## config.mk

```make
export PLATFORM = sky130hd
export DESIGN_NAME = irq_redir_ctrl
export DESIGN_NICKNAME = d
export VERILOG_FILES = /design/src/rtl/irc_pkg.sv /design/src/rtl/irc_regs.sv /design/src/rtl/irc_line.sv /design/src/rtl/irc_arbiter.sv /design/src/rtl/irq_redir_ctrl.sv
export SDC_FILE = /design/constraint.sdc
export NUM_CORES = 2
export LEC_CHECK = 0
export ABC_AREA = 1
export BUFFER_PORTS_ARGS = -buffer_cell sky130_fd_sc_hd__buf_2
export CORE_UTILIZATION = 35
export CTS_CLUSTER_DIAMETER = 50
export DETAILED_ROUTE_END_ITERATION = 8
export GPL_TIMING_DRIVEN = 0
export PLACE_DENSITY = 0.64
export SYNTH_ARGS = -nofsm -noshare
export SYNTH_HDL_FRONTEND = slang
export SYNTH_SLANG_ARGS = --single-unit
```

## constraint.sdc

```tcl
create_clock -name clk -period 4.5 [get_ports clk]
set_input_delay 1.35 -clock clk [delete_from_list [all_inputs] [get_ports clk]]
set_output_delay 1.35 -clock clk [all_outputs]
set_load 0.03 [all_outputs]
```

## src/rtl/irc_pkg.sv

```systemverilog
// Shared types and constants for the interrupt redirection controller.
// Assumes an 8-bit internal index space and byte offsets below 128.
package irc_pkg;

    // One redirection entry as held in the table
    typedef struct packed {
        logic       mask;
        logic       level;
        logic       active_low;
        logic       logical;
        logic [7:0] vector;
        logic [7:0] dest;
    } rte_t;

    // Byte offsets of the software-visible ports
    localparam logic [6:0] OFS_SELECT = 7'h00;
    localparam logic [6:0] OFS_WINDOW = 7'h10;
    localparam logic [6:0] OFS_ACK    = 7'h40;

    // Internal indices
    localparam logic [7:0] IDX_IDENT  = 8'h00;
    localparam logic [7:0] IDX_VER    = 8'h01;
    localparam logic [7:0] IDX_ARB    = 8'h02;
    localparam logic [7:0] IDX_TABLE  = 8'h10;

    // Entry value after reset: masked, vector 0, destination 0
    localparam rte_t RTE_RESET = '{mask: 1'b1, level: 1'b0, active_low: 1'b0,
                                   logical: 1'b0, vector: 8'h00, dest: 8'h00};

endpackage

```

## src/rtl/irc_regs.sv

```systemverilog
// Register file: selector, identity, version and the redirection table,
// reached through a selector/data window. Assumes N_LINES <= 120 so the
// table fits in the 8-bit index space. Reads are combinational.
module irc_regs
    import irc_pkg::*;
#(
    parameter int         N_LINES  = 24,
    parameter logic [7:0] VERSION  = 8'h20,
    parameter logic [3:0] ID_RESET = 4'h0,
    localparam int        ENT_W    = $clog2(N_LINES)
) (
    input  logic                    clk,
    input  logic                    rst_n,
    input  logic                    bus_wr,
    input  logic [6:0]              bus_addr,
    input  logic [31:0]             bus_wdata,
    output logic [31:0]             bus_rdata,
    input  logic [N_LINES-1:0]      status_i,
    input  logic [N_LINES-1:0]      irr_i,
    output rte_t [N_LINES-1:0]      cfg_o,
    output logic                    ack_valid_o,
    output logic [7:0]              ack_vec_o
);
    localparam logic [7:0] MAXENT    = 8'(N_LINES - 1);
    localparam logic [8:0] TABLE_END = 9'(IDX_TABLE) + 9'(2 * N_LINES);

    logic [7:0]       sel_q;
    logic [3:0]       id_q;
    rte_t             tbl_q [N_LINES];
    logic [7:0]       rel;
    logic [ENT_W-1:0] ent_sel;
    logic             in_table;
    logic             is_hi;
    logic             win_wr;
    logic [31:0]      win_data;
    logic             unused_bits;

    assign rel      = sel_q - IDX_TABLE;
    assign ent_sel  = rel[ENT_W:1];
    assign is_hi    = rel[0];
    assign in_table = (sel_q >= IDX_TABLE) && ({1'b0, sel_q} < TABLE_END);
    assign win_wr   = bus_wr && (bus_addr == OFS_WINDOW);
    assign unused_bits = ^{bus_wdata, rel};

    // Acknowledge port: a write presents its vector to every line for one cycle
    assign ack_valid_o = bus_wr && (bus_addr == OFS_ACK);
    assign ack_vec_o   = bus_wdata[7:0];

    // Selector register
    always_ff @(posedge clk) begin
        if (!rst_n)                                  sel_q <= 8'h00;
        else if (bus_wr && bus_addr == OFS_SELECT)   sel_q <= bus_wdata[7:0];
    end

    // Controller ID; indices 0x01 and 0x02 take no writes
    always_ff @(posedge clk) begin
        if (!rst_n)                          id_q <= ID_RESET;
        else if (win_wr && sel_q == IDX_IDENT) id_q <= bus_wdata[27:24];
    end

    // One write port per table entry
    for (genvar i = 0; i < N_LINES; i++) begin : g_ent
        always_ff @(posedge clk) begin
            if (!rst_n) begin
                tbl_q[i] <= RTE_RESET;
            end else if (win_wr && in_table && ent_sel == ENT_W'(i)) begin
                if (is_hi) begin
                    tbl_q[i].dest <= bus_wdata[31:24];
                end else begin
                    tbl_q[i].vector     <= bus_wdata[7:0];
                    tbl_q[i].logical    <= bus_wdata[11];
                    tbl_q[i].active_low <= bus_wdata[13];
                    tbl_q[i].level      <= bus_wdata[15];
                    tbl_q[i].mask       <= bus_wdata[16];
                end
            end
        end
        assign cfg_o[i] = tbl_q[i];
    end

    // Data-window read mux for the selected internal register
    always_comb begin
        win_data = 32'h0;
        if (sel_q == IDX_IDENT) begin
            win_data = {4'h0, id_q, 24'h0};
        end else if (sel_q == IDX_VER) begin
            win_data = {8'h00, MAXENT, 8'h00, VERSION};
        end else if (in_table) begin
            if (is_hi)
                win_data = {tbl_q[ent_sel].dest, 24'h0};
            else
                win_data = {15'h0, tbl_q[ent_sel].mask, tbl_q[ent_sel].level,
                            irr_i[ent_sel], tbl_q[ent_sel].active_low,
                            status_i[ent_sel], tbl_q[ent_sel].logical, 3'h0,
                            tbl_q[ent_sel].vector};
        end
    end

    // Byte-offset read mux
    always_comb begin
        case (bus_addr)
            OFS_SELECT: bus_rdata = {24'h0, sel_q};
            OFS_WINDOW: bus_rdata = win_data;
            default:    bus_rdata = 32'h0;
        endcase
    end


    sel_load_chk: assert property (@(posedge clk) disable iff (!rst_n)
        bus_wr && bus_addr == OFS_SELECT |=> sel_q == $past(bus_wdata[7:0]));


    ro_arb_chk: assert property (@(posedge clk) disable iff (!rst_n)
        win_wr && (sel_q == IDX_ARB || sel_q == IDX_VER) |=> $stable(id_q));

endmodule

```

## src/rtl/irc_line.sv

```systemverilog
// Input conditioning for one line: two-flop synchronizer, polarity,
// edge capture and the in-service flag of level entries. Assumes the
// trigger mode is not changed while a message from this line is in flight.
module irc_line (
    input  logic       clk,
    input  logic       rst_n,
    input  logic       raw_i,
    input  logic       mask_i,
    input  logic       level_i,
    input  logic       active_low_i,
    input  logic [7:0] vector_i,
    input  logic       accept_i,
    input  logic       ack_valid_i,
    input  logic [7:0] ack_vec_i,
    output logic       req_o,
    output logic       status_o,
    output logic       irr_o
);
    logic sync1_q, sync2_q;
    logic prev_q;
    logic pend_q;
    logic irr_q;
    logic active;
    logic rise;
    logic ack_hit;

    assign active  = sync2_q ^ active_low_i;
    assign rise    = active && !prev_q;
    assign ack_hit = ack_valid_i && (ack_vec_i == vector_i);

    // Two-flop synchronizer of the raw line
    always_ff @(posedge clk) begin
        if (!rst_n) begin
            sync1_q <= 1'b0;
            sync2_q <= 1'b0;
        end else begin
            sync1_q <= raw_i;
            sync2_q <= sync1_q;
        end
    end

    // Previous active state for edge detection
    always_ff @(posedge clk) begin
        if (!rst_n) prev_q <= 1'b0;
        else        prev_q <= active;
    end

    // Captured edge: set by an unmasked rise, cleared on acceptance
    always_ff @(posedge clk) begin
        if (!rst_n || level_i) pend_q <= 1'b0;
        else                   pend_q <= (pend_q && !accept_i) || (rise && !mask_i);
    end

    // In-service flag of level entries: set on acceptance, cleared by matching ack
    always_ff @(posedge clk) begin
        if (!rst_n || !level_i) irr_q <= 1'b0;
        else if (accept_i)      irr_q <= 1'b1;
        else if (ack_hit)       irr_q <= 1'b0;
    end

    assign status_o = level_i ? (active && !irr_q) : pend_q;
    assign req_o    = status_o && !mask_i;
    assign irr_o    = irr_q;


    irr_set_chk: assert property (@(posedge clk) disable iff (!rst_n)
        accept_i && level_i |=> irr_q || !level_i);


    irr_hold_chk: assert property (@(posedge clk) disable iff (!rst_n)
        irr_q && level_i && !ack_hit && !accept_i |=> irr_q || !level_i);


    irr_block_chk: assert property (@(posedge clk) disable iff (!rst_n)
        irr_q && level_i |-> !req_o);

endmodule

```

## src/rtl/irc_arbiter.sv

```systemverilog
// Picks the lowest-index requesting line, latches its message and holds
// it under valid until ready. After each acceptance it idles one cycle so
// the accepted line's state has settled before the next pick.
module irc_arbiter
    import irc_pkg::*;
#(
    parameter int  N_LINES = 24,
    localparam int IDX_W   = $clog2(N_LINES)
) (
    input  logic                 clk,
    input  logic                 rst_n,
    input  logic [N_LINES-1:0]   req_i,
    input  rte_t [N_LINES-1:0]   cfg_i,
    output logic                 launch_o,
    output logic [IDX_W-1:0]     pick_o,
    output logic [N_LINES-1:0]   accept_o,
    output logic                 msg_valid,
    input  logic                 msg_ready,
    output logic [7:0]           msg_vector,
    output logic [7:0]           msg_dest,
    output logic                 msg_logical,
    output logic                 msg_level
);
    logic             valid_q;
    logic [IDX_W-1:0] held_q;
    logic [IDX_W-1:0] pick;
    logic             found;
    logic             take;
    logic [N_LINES-1:0] below;

    // Lowest-index requester
    always_comb begin
        pick  = '0;
        found = 1'b0;
        for (int i = 0; i < N_LINES; i++) begin
            if (req_i[i] && !found) begin
                pick  = IDX_W'(i);
                found = 1'b1;
            end
        end
    end

    assign take     = valid_q && msg_ready;
    assign launch_o = !valid_q && found;
    assign pick_o   = pick;
    assign below    = ~({N_LINES{1'b1}} << pick);

    // Message holding register
    always_ff @(posedge clk) begin
        if (!rst_n) begin
            valid_q     <= 1'b0;
            held_q      <= '0;
            msg_vector  <= 8'h00;
            msg_dest    <= 8'h00;
            msg_logical <= 1'b0;
            msg_level   <= 1'b0;
        end else if (take) begin
            valid_q <= 1'b0;
        end else if (launch_o) begin
            valid_q     <= 1'b1;
            held_q      <= pick;
            msg_vector  <= cfg_i[pick].vector;
            msg_dest    <= cfg_i[pick].dest;
            msg_logical <= cfg_i[pick].logical;
            msg_level   <= cfg_i[pick].level;
        end
    end

    // One-hot acceptance back to the owning line
    always_comb begin
        accept_o = '0;
        if (take) accept_o[held_q] = 1'b1;
    end

    assign msg_valid = valid_q;


    hold_chk: assert property (@(posedge clk) disable iff (!rst_n)
        msg_valid && !msg_ready |=> msg_valid && $stable(msg_vector) &&
        $stable(msg_dest) && $stable(msg_logical) && $stable(msg_level));


    prio_chk: assert property (@(posedge clk) disable iff (!rst_n)
        launch_o |-> (req_i & below) == '0);


    accept_onehot_chk: assert property (@(posedge clk) disable iff (!rst_n)
        $onehot0(accept_o));

endmodule

```

## src/rtl/irq_redir_ctrl.sv

```systemverilog
// Top of the interrupt redirection controller: register file, one
// conditioning slice per line and the message arbiter. Assumes msg_ready
// is only meaningful while msg_valid is high.
module irq_redir_ctrl
    import irc_pkg::*;
#(
    parameter int         N_LINES  = 24,
    parameter logic [7:0] VERSION  = 8'h20,
    parameter logic [3:0] ID_RESET = 4'h0,
    localparam int        IDX_W    = $clog2(N_LINES)
) (
    input  logic                clk,
    input  logic                rst_n,
    input  logic [N_LINES-1:0]  irq_in,
    input  logic                bus_wr,
    input  logic [6:0]          bus_addr,
    input  logic [31:0]         bus_wdata,
    output logic [31:0]         bus_rdata,
    output logic                msg_valid,
    input  logic                msg_ready,
    output logic [7:0]          msg_vector,
    output logic [7:0]          msg_dest,
    output logic                msg_logical,
    output logic                msg_level
);
    rte_t [N_LINES-1:0] cfg;
    logic [N_LINES-1:0] req;
    logic [N_LINES-1:0] status;
    logic [N_LINES-1:0] irr;
    logic [N_LINES-1:0] accept;
    logic               ack_valid;
    logic [7:0]         ack_vec;
    logic               launch;
    logic [IDX_W-1:0]   pick;

    irc_regs #(.N_LINES(N_LINES), .VERSION(VERSION), .ID_RESET(ID_RESET)) u_regs (
        .clk(clk), .rst_n(rst_n),
        .bus_wr(bus_wr), .bus_addr(bus_addr), .bus_wdata(bus_wdata), .bus_rdata(bus_rdata),
        .status_i(status), .irr_i(irr), .cfg_o(cfg),
        .ack_valid_o(ack_valid), .ack_vec_o(ack_vec)
    );

    for (genvar i = 0; i < N_LINES; i++) begin : g_line
        irc_line u_line (
            .clk(clk), .rst_n(rst_n), .raw_i(irq_in[i]),
            .mask_i(cfg[i].mask), .level_i(cfg[i].level),
            .active_low_i(cfg[i].active_low), .vector_i(cfg[i].vector),
            .accept_i(accept[i]), .ack_valid_i(ack_valid), .ack_vec_i(ack_vec),
            .req_o(req[i]), .status_o(status[i]), .irr_o(irr[i])
        );
    end

    irc_arbiter #(.N_LINES(N_LINES)) u_arb (
        .clk(clk), .rst_n(rst_n), .req_i(req), .cfg_i(cfg),
        .launch_o(launch), .pick_o(pick), .accept_o(accept),
        .msg_valid(msg_valid), .msg_ready(msg_ready), .msg_vector(msg_vector),
        .msg_dest(msg_dest), .msg_logical(msg_logical), .msg_level(msg_level)
    );


    mask_launch_chk: assert property (@(posedge clk) disable iff (!rst_n)
        launch |-> !cfg[pick].mask);


    reset_idle_chk: assert property (@(posedge clk)
        !rst_n |=> !msg_valid);

endmodule

```

Word level (Yosys, flattened, before mapping)

Memories as Yosys holds them, arrays and structs flattened.
Cells that the tools add are included.

Multiplexer cells: 424
Eq/ne operators: 50
Bitwise gates (word level): 170
Add/sub/neg operators: 1
$lt $le $gt $ge: 6
Reduce and logical (&&, ||, !) cells: 446

Operators by type and width:

| kind               | number |
|---|---|
| $mux 8             | 48 |
| $mux 1             | 343 |
| $logic_and 1x1->1  | 200 |
| $eq 8x8->1         | 24 |
| $logic_not 1->1    | 145 |
| $or 1x1->1         | 144 |
| $mux 32            | 4 |
| $mux 5             | 22 |
| $bmux 20 s5        | 1 |
| $logic_or 1x1->1   | 72 |
| $pmux 32 s2        | 1 |
| $reduce_bool 2->1  | 24 |
| $eq 5x4->1 const B | 8 |
| $eq 5x5->1 const B | 8 |
| $mux 24            | 1 |
| $xor 1x1->1        | 24 |
| $eq 5x3->1 const B | 4 |
| $mux 19            | 1 |
| $lt 5x6->1 const B | 3 |
| $bmux 1 s5         | 2 |
| $eq 5x2->1 const B | 2 |
| $eq 8x1->1 const B | 1 |
| $ge 8x5->1 const B | 1 |
| $logic_not 8->1    | 1 |
| 12 further kinds   | 13 |

Bits in writable memories: 480
Logic and storage cells: 1226
Flip-flop bits (word level): 156
Bits of input ports: 67
Memories: 1
Output and inout bits: 51

Memory list:

| name         | words | width | rd ports | clocked after memory_dff | wr ports | line           | RTL |
|---|---|---|---|---|---|---|---|
| u_regs.tbl_q | 24    | 20    | 25       | 0                        | 24       | irc_regs.sv:29 | `rte_t tbl_q [N_LINES];` |

Depth between registers and ports, before layout

An unclocked memory read counts as a cell.

Word-level depth: 77
Gate-level depth with buffers: 29
Mapped depth without buffers: 28

Hierarchy

A second synthesis with hierarchy kept.

Cell total of the unflattened synthesis: 5172
Area total of the unflattened synthesis: 38026.5 µm²

By module, submodules not included:

| module      | sequential area each (µm²) | area each (µm²) | instances | cells an instance |
|---|---|---|---|---|
| irc_regs    | 14654.1                    | 23183.5         | 1         | 2320 |
| irc_line    | 100.1                      | 346.6           | 24        | 62 |
| irc_arbiter | 480.5                      | 6525.0          | 1         | 1364 |

Worst setup path after synthesis

OpenSTA, ideal clock, no wires.

Path type: input-to-output
Start point: in bus_addr[1]
End point: out bus_rdata[13]
Stages on the path: 9
Slack: -605 ps
Buffers on the path: 0
Data arrival time: 3755 ps
Path through: nor4_1 nand2_1 nor2_1 inv_1 nor2_1 inv_1 nor3_1 inv_1 a311oi_1

Longest elaborated chain between the ends: 2

Ends and longest elaborated chain:

| element                                              | line                 | RTL |
|---|---|---|
| start: declaration                                   | irq_redir_ctrl.sv:16 | `input logic [6:0] bus_addr,` |
| $eq 7x5->1 / $logic_not 7->1 (equally long branches) | irc_regs.sv:101      | `case (bus_addr)` |
| $pmux 32 s2 *                                        | irc_regs.sv:101      |  |
| end: declaration                                     | irq_redir_ctrl.sv:18 | `output logic [31:0] bus_rdata,` |

Mark *: on every way between the ends. The rest lies on a longest branch, timed or not.

Worst setup path in the final report

Start point: in bus_addr[0]
End point: out bus_rdata[2]

The elaborated chain is that of the path after synthesis.

==> impl_metrics.tcl <==
set metrics [dict create \
    grt_usage_pct 38.1 \
    area_growth_pct 19.5 \
    rsz0062_at_grt "true" \
    ant_nets 0 \
    start_util_pct 35.5 \
    ir_drop_mv 0.272 \
    ys_seq_area_share_pct 50.0 \
    netlist_instances 4364 \
    slew_headroom_pct -10.5 \
    antenna_found_initial 6 \
    std_cell_rows 115 \
    fin_crit_ns 4.67 \
    clock_skew_ns 0.0344 \
    path_max_fanout 5 \
    synth_ff_type "edfxtp_1" \
    power_leakage_nw 16.6 \
    die_area_mm2 0.101 \
    p_clk_share_pct 49.5 \
    fin_crit_sh_pct 104 \
    synthArstFlopShare_pct 0 \
    grt_pass1_vias 33600 \
    p_comb_share_pct 6.4 \
    routedWlPerCell_um 33.6 \
    final_area_mm2 0.0419 \
    ys_seq_elements 636 \
    vias 36500 \
    crit_path_end_kind "primary output" \
    cp.arrival_ns 3.32 \
    routed_wl_um 200000 \
    insertion_delay_ns 0.68 \
    status "finished with violations" \
    seqPwrFrac_pct 44.0 \
    layout_common_cells "nand2_1 (949), nor2_1 (558), edfxtp_1 (480)" \
    worstPathRequired_ns 3.15 \
    startpoint_type "input pin" \
    post-route-util_pct 42.4 \
    powerDensity_mw_per_mm2 357 \
    synth-warning-count 0 \
    syn-mean-instance-area_um2 8.03 \
    h-tree-depth 3 \
    slew_viol_final 21 \
    numPortBuffers 89 \
    cts_made_buffers 93 \
    syn_area_mm2 0.0351 \
    cts_tree "built" \
    min-delay-path-class "flip-flop to flip-flop" \
    fillCellCount 9985 \
    setup_violations 54 \
    vias_per_cell 6.15 \
    die_y_um 318 \
    clkSinkCount 636 \
    cts_buffer_depth 3 \
    grt_pass1_wl_um 265000 \
    cap_violations 3 \
    place_ws_ns -1.74 \
    yosysTopAreaCellShare_pct 41.1 \
    yosysTopAreaCell "edfxtp_1" \
    violations "DRC, capacitance limit, slew limit, setup timing" \
    path_class "input pin to primary output" \
    final_net_count 4644 \
    setup_tns_ns -3.51 \
    cts-root-buf "clkbuf_16" \
    hpwl_um 148000 \
    worst_slew_pin_slew_ns 1.65 \
    routabilityCongestion 1.08 \
    fin_ws_ns -0.175 \
    power.internal_mw 11.1 \
    synth_edf_count 480 \
    swShare_pct 25.9 \
    timing.fmax_mhz 214 \
    ys_top_cells_by_area "edfxtp_1 (41%), nand2_1 (10%), dfxtp_1 (8.9%)" \
    chipWidth_um 318 \
    hold_viol 0 \
    placed_area_mm2 0.0373 \
    drt-initial-drc-count 6844 \
    grt_remaining_overflow 0 \
    finalPower_mw 15.0 \
    yosys.cell_types.count 57 \
    dr.pass1.iters 9 \
    final_common_cell "nand2_1" \
    drive_gt1_share_pct 12.3 \
    core-area_mm2 0.0989 \
    power.switching_mw 3.88 \
    io_pins 118 \
    clkTransAtPathRegs_ns 0.05 \
    grt_start_max_net_pins 13 \
    drc 1 \
]
final cells by class:
type / instances / area (um2) / share of cell area, %
Antenna cell: 2 / 5.00 / 0.0120
Buffer: 313 / 2050 / 4.90
Clock buffer: 109 / 2460 / 5.87
Clock inverter: 62 / 627 / 1.50
Inverter: 494 / 1890 / 4.51
Multi-Input combinational cell: 2925 / 14900 / 35.6
Sequential cell: 636 / 17600 / 41.9
Tap cell: 1287 / 1610 / 3.85
Timing Repair Buffer: 112 / 795 / 1.90
Yosys cell counts, types with 6 or more instances:
cell / count
a211oi_1: 30
nand4_1: 91
a22oi_1: 32
xnor2_1: 122
buf_2: 34
buf_6: 14
o311ai_0: 6
o221ai_1: 8
nand3b_1: 8
nand2_1: 958
o2111ai_1: 25
or2_2: 15
nor2_1: 577
clkinv_1: 12
inv_1: 471
o211ai_1: 27
a221oi_1: 15
clkbuf_1: 216
o41ai_1: 21
a311oi_1: 8
a21oi_1: 106
o21ai_0: 148
nand3_1: 451
nor3_1: 70
o31ai_1: 18
buf_1: 29
a41oi_1: 12
inv_2: 11
dfxtp_1: 156
o22ai_1: 115
o21ai_1: 15
buf_4: 21
edfxtp_1: 480
kinds of logic after synthesis:
kind of cell | after synthesis | share of synthesized area (%)
AO/OA/AOI/OAI | 600 | 10.9
XOR/XNOR | 125 | 3.12
adder cells (fa/ha/maj) | 2 | 0.0714
buffers and inverters | 809 | 9.34
flip-flops | 636 | 50.0
other | 1 | 0.0107
AND/OR/NAND/NOR | 2191 | 26.5
worst paths after layout:
check                                       from                                   to  slack [ns]  cells past startpoint
max                                  bus_addr[0]                         bus_rdata[2]       -0.17                     12
min          g_line[5].u_line.sync1_q$_SDFF_PN0_  g_line[5].u_line.sync2_q$_SDFF_PN0_        0.42                      2
min reg2reg  g_line[5].u_line.sync1_q$_SDFF_PN0_  g_line[5].u_line.sync2_q$_SDFF_PN0_        0.42                      2
max reg2reg        u_regs.tbl_q[2][17]$_DFFE_PP_     u_arb.msg_vector[4]$_SDFFE_PN0P_           0                     20
what timing repair did:
item / CTS / global route
hold buffers: 0 / 0
pin swaps: 16 / 14
buffers inserted: 14 / 5
setup endpoints to repair: 399 / 145
gates cloned: 0 / 0
resized for setup: 330 / 199
power groups by stage:
stage                     clock network, mW  registers (mW)  logic [mW]
after detailed placement                  0            6.70       0.901
final                                  7.41            6.58       0.961
after global routing                   7.62            6.60       0.991
after floorplan                           0            6.65       0.529
after CTS                              7.39            6.58       0.916
after global placement                    0            6.70       0.896
sequential cells by signal, summed over array words and instances (netlist names):
signal / cells
u_arb.msg_level: 1
u_arb.msg_dest: 8
g_line.u_line.irr_o: 24
g_line.u_line.pend_q: 24
g_line.u_line.sync1_q: 24
u_regs.tbl_q: 480
u_arb.msg_valid: 1
u_regs.id_q: 4
u_regs.sel_q: 8
u_arb.held_q: 5
g_line.u_line.sync2_q: 24
u_arb.msg_vector: 8
u_arb.msg_logical: 1
g_line.u_line.prev_q: 24
metrics by stage:
stage               hold slack, ns  instances
floorplan                    0.390       4370
global placement             0.400       5746
detailed placement           0.406       5749
CTS                          0.422       5933
global route                 0.442       5938
finish                       0.419       5940
worst max-delay path, stage by stage:
cell and delay, ns:
buf_6 0.10, nor4_4 0.33, nand2_2 0.17, nor2_4 0.21, inv_2 0.08, nor2_4 0.10
inv_2 0.06, nor3_4 0.14, buf_12 0.17, o211ai_1 0.17, a21oi_2 0.26, buf_6 0.17
routing by layer:
metal  track usage [%]  part of all wire (%)  vias up
li1                  -                     -    15200
met1              48.1                    36    17400
met2              55.2                    41     3140
met3              12.4                    14      836
met4              25.7                   8.5        4
met5                 0                 0.054        -
Note: power is estimated with default switching activity, not from simulation.
